$ cat src/rtl/wdog_keyed.sv
module wdog_keyed #(
  parameter int BASE_LOG = 5
) (
  input  logic       clk,
  input  logic       rst_n,
  input  logic       wr_en,
  input  logic [1:0] wr_addr,
  input  logic [7:0] wr_data,
  input  logic       other_acc,
  output logic       sys_rst_req,
  output logic       timeout_flag
);
  localparam int PRE_W = BASE_LOG + 8;
  localparam logic [1:0] A_CTRL = 2'd0, A_LOAD = 2'd1, A_KEY1 = 2'd2, A_KEY2 = 2'd3;
  localparam logic [7:0] KEY1 = 8'hA5, KEY2 = 8'h5A, CTRL_RST = 8'h87;

  logic [PRE_W-1:0] pre, mask;
  logic [7:0] cnt, load, ctrl_act, ctrl_pend;
  logic armed, req_q, flag_q;

  wire key1     = wr_en && wr_addr == A_KEY1 && wr_data == KEY1;
  wire key2_wr  = armed && wr_en && wr_addr == A_KEY2;
  wire feed_ok  = key2_wr && wr_data == KEY2;
  wire feed_bad = key2_wr && wr_data != KEY2;
  wire run      = ctrl_act[7];

  assign mask = (PRE_W'(1) << (BASE_LOG + int'(ctrl_act[2:0]))) - PRE_W'(1);

  wire tick  = run && ((pre & mask) == mask);
  wire under = tick && cnt == 8'd0 && !feed_ok;

  always_ff @(posedge clk or negedge rst_n) begin
    if (!rst_n) begin
      pre       <= '0;
      cnt       <= 8'd0;
      load      <= 8'd0;
      ctrl_act  <= CTRL_RST;
      ctrl_pend <= CTRL_RST;
      armed     <= 1'b0;
      req_q     <= 1'b0;
      flag_q    <= 1'b0;
    end else begin
      if (wr_en && wr_addr == A_CTRL) ctrl_pend <= wr_data;
      if (wr_en && wr_addr == A_LOAD) load <= wr_data;
      armed <= key1 ? 1'b1 : ((wr_en || other_acc) ? 1'b0 : armed);
      req_q <= under || feed_bad;
      if (under || feed_bad) flag_q <= 1'b1;
      if (feed_ok) begin
        cnt      <= load;
        pre      <= '0;
        ctrl_act <= ctrl_pend;
      end else if (under) begin
        cnt <= load;
        pre <= '0;
      end else if (run) begin
        pre <= pre + PRE_W'(1);
        if (tick) cnt <= cnt - 8'd1;
      end
    end
  end

  assign sys_rst_req  = req_q;
  assign timeout_flag = flag_q;
endmodule

$ cat config.mk
export PLATFORM = sky130hd
export DESIGN_NAME = wdog_keyed
export DESIGN_NICKNAME = d
export VERILOG_FILES = /design/src/rtl/wdog_keyed.sv
export SDC_FILE = /design/constraint.sdc
export NUM_CORES = 1
export LEC_CHECK = 0
export CAP_MARGIN = 20
export CORE_MARGIN = 8
export CORE_UTILIZATION = 50
export CTS_BUF_LIST = sky130_fd_sc_hd__clkbuf_4
export CTS_CLUSTER_DIAMETER = 40
export DETAILED_ROUTE_END_ITERATION = 10
export MAX_ROUTING_LAYER = met4
export PLACE_DENSITY = 0.79
export SYNTH_ARGS = -nofsm -noshare
export SYNTH_HDL_FRONTEND = slang
export SYNTH_SLANG_ARGS = --single-unit
export TNS_END_PERCENT = 20
$ cat constraint.sdc
create_clock -name clk -period 3.4 [get_ports clk]
set_input_delay 0.51 -clock clk [delete_from_list [all_inputs] [get_ports clk]]
set_output_delay 0.51 -clock clk [all_outputs]
set_load 0.03 [all_outputs]
==> metrics <==
final core occ=59.18%; CP arrival=2630 ps; CTS sink cnt=39; setup TNS=0 ps; CTS tree=yes; DR vias/cell=slightly below 6; period utilization=69.18%; Post-synth EDFFs=0; final std cells w/o fill=272; WS Path Type=reg2reg; layout cells sized above 1=18.47%; full die area=6507 um^2; wire per inst=15.28 um; first-pass GRT wire length=just over 7000 um; Total GRT Usage=14.24%; CP Capture Type=flop; Fmax=around 430 MHz; first-iteration detailed-routing DRC count=82; Mapped Cells=roughly 200; Cell Area, Synth=2091 um^2; PwrDens=412.0 nW/um^2; Critical R2R Launch=cnt[0]; Reg clk slew, reported paths=130 ps; top cells by area, synth=dfrtp_1 37%, dfstp_2 10%, mux2_2 6.5%; crit-path leading delay family=simple AND/OR/NAND/NOR gates; startpoint types=flop; DRC=0; share of the synthesized area in the top cell type=a little under two fifths; worst path cell trace=inv_1 -> ha_1 -> nor3b_2 -> nand4_1 -> or3_1 -> o21ai_2 -> nor3_1 -> a31o_1; nets=238; Pleak=roughly 1 nW; min-delay worst type=in2async; cell row count=23; count leader, synth=dfrtp_1; max incr delay on CP=440 ps; synth unique cells=54; status=finished clean; Syn Area/Cell=10.40 um^2; skew final=between 10 and 15 ps; Rel. slew slack=41.39%; crit path time final=2352 ps; drt total wl=4155 um; Finish-stage setup viols=0; Post-DP HPWL=around 3000 um; Initial DRT Pass Iterations=4; CTS Hold Buffers Added=0; share of flip-flops with an asynchronous set or reset=100.0%; Slew @ Worst Pin=873.9 ps; cell accounting for the most synthesized area=dfrtp_1; Final Worst Setup Slack=1048 ps; Critical path origin=cnt[0]; largest net degree at the start of global routing=40; CTS HTree Levels=2; Critical Path Slowest Stage Cell=or3_1; Area Overhead vs Synth=13.23%; final-layout fill cell count=around 330; num ports=16; crit-path max FO=8; number of cells after detailed placement=approximately 260; gpl congestion=about 0.85; TritonCTS Buffers=5; Slew Limit Fails=0; YS warnings=0; vias in the first global route=1573; ANT cells=0; Max VDD drop=0.0003080 V; Die H=80.67 um; Place WS=960.4 ps; ys flop type=dfrtp_1; Synthesized Nets=218; Initial Util=52.27%; final hold violations=0; initial antenna violation count=0; MaxCap Viol Count=0; cts repair resizes=0; Req. time, crit path=3670 ps; core area=4000 um^2; Seq/Total Area, Yosys=between 40% and 50%; RSZ-0062 raised after global routing=no; FF+latch count, synth=39; Via Count=1601; grt total ovfl=0; clk_lat worst skew=370 ps; setup bufs post-CTS=0; root buf cell=clkbuf_4; Post-DRT Antenna Nets=0; Synth top cells by count=31 x dfrtp_1, 25 x nand2_1, 14 x nor2_1; largest buffer count on any clock path=2; # port buffers=15; Die Wd=80.67 um; worst path buffer plus inverter count=1
## through the flow
| step | area, um^2 | hold WS [ps] | power, mW |
|---|---|---|---|
| floorplan | 2091 | 214.4 | 0.6139 |
| global placement | 2287 | 443.6 | 0.6600 |
| detailed placement | 2287 | 450.1 | 0.6645 |
| CTS | 2367 | 276.9 | 0.9810 |
| global route | 2367 | 312.1 | 1.016 |
| finish | 2367 | 231.1 | 0.9753 |
## where the power goes
part | switching (mW) | internal, mW | leakage [nW]
combinational | 0.0489 | 0.0573 | 0.530
sequential | 0.0363 | 0.513 | 0.450
clock | 0.165 | 0.155 | 0.0432
total | 0.250 | 0.725 | 1.02
## state kept, by name, indices dropped and copies added (netlist names)
register and count:
load 8, pre 12, cnt 8, timeout_flag 1, armed 1, sys_rst_req 1, ctrl_act 4, ctrl_pend 4
## placed cells by master (no fill, tap or decap), types with 8 or more instances in the layout
cell and n:
dfstp_2 8, a21oi_1 8, nand3_1 8, nand2_1 25, o21ai_1 8, dfrtp_1 31, mux2_2 12, nor2_1 14
inv_1 12, clkdlybuf4s50_1 14
## layer usage
layer,GRT usage [%],up-vias,share of wire [%]
met5,-,-,0
met4,5.893,0,1.8
met3,4.018,10,3.5
met2,21.81,34,48
met1,17.22,792,47
li1,-,765,-
## worst paths after layout
check	endpoint	slack [ps]	cells past startpoint
max	pre[11]	1050	8
min	pre[9]	230	1
max reg2reg	pre[11]	1050	8
min reg2reg	ctrl_act[2]	460	2
max in group asynchronous	sys_rst_req	2630	1
min in group clk	ctrl_act[2]	460	2
## kinds of logic after synthesis
| kind of cell | Yosys count | synth area share, % |
|---|---|---|
| AOI/OAI and AO/OA | 47 | 18.19 |
| xor gates and xnor gates | 6 | 2.513 |
| adders and majority gates | 3 | 1.796 |
| buffers and inverters | 15 | 2.872 |
| DFF | 39 | 47.16 |
| muxes | 15 | 7.959 |
| and+or+nand+nor | 76 | 19.51 |
## area by class of cell
class / count / area [um^2] / share of cell area [%]
multi-input combinational: 147 / 1045 / 44.13
sequential: 39 / 985.9 / 41.65
timing repair buffer: 15 / 145.1 / 6.131
tap: 50 / 62.56 / 2.643
inverter: 13 / 48.80 / 2.061
clock inverter: 3 / 42.54 / 1.797
clock buffer: 5 / 37.54 / 1.586
No activity file was read; power rests on OpenSTA's default activity.
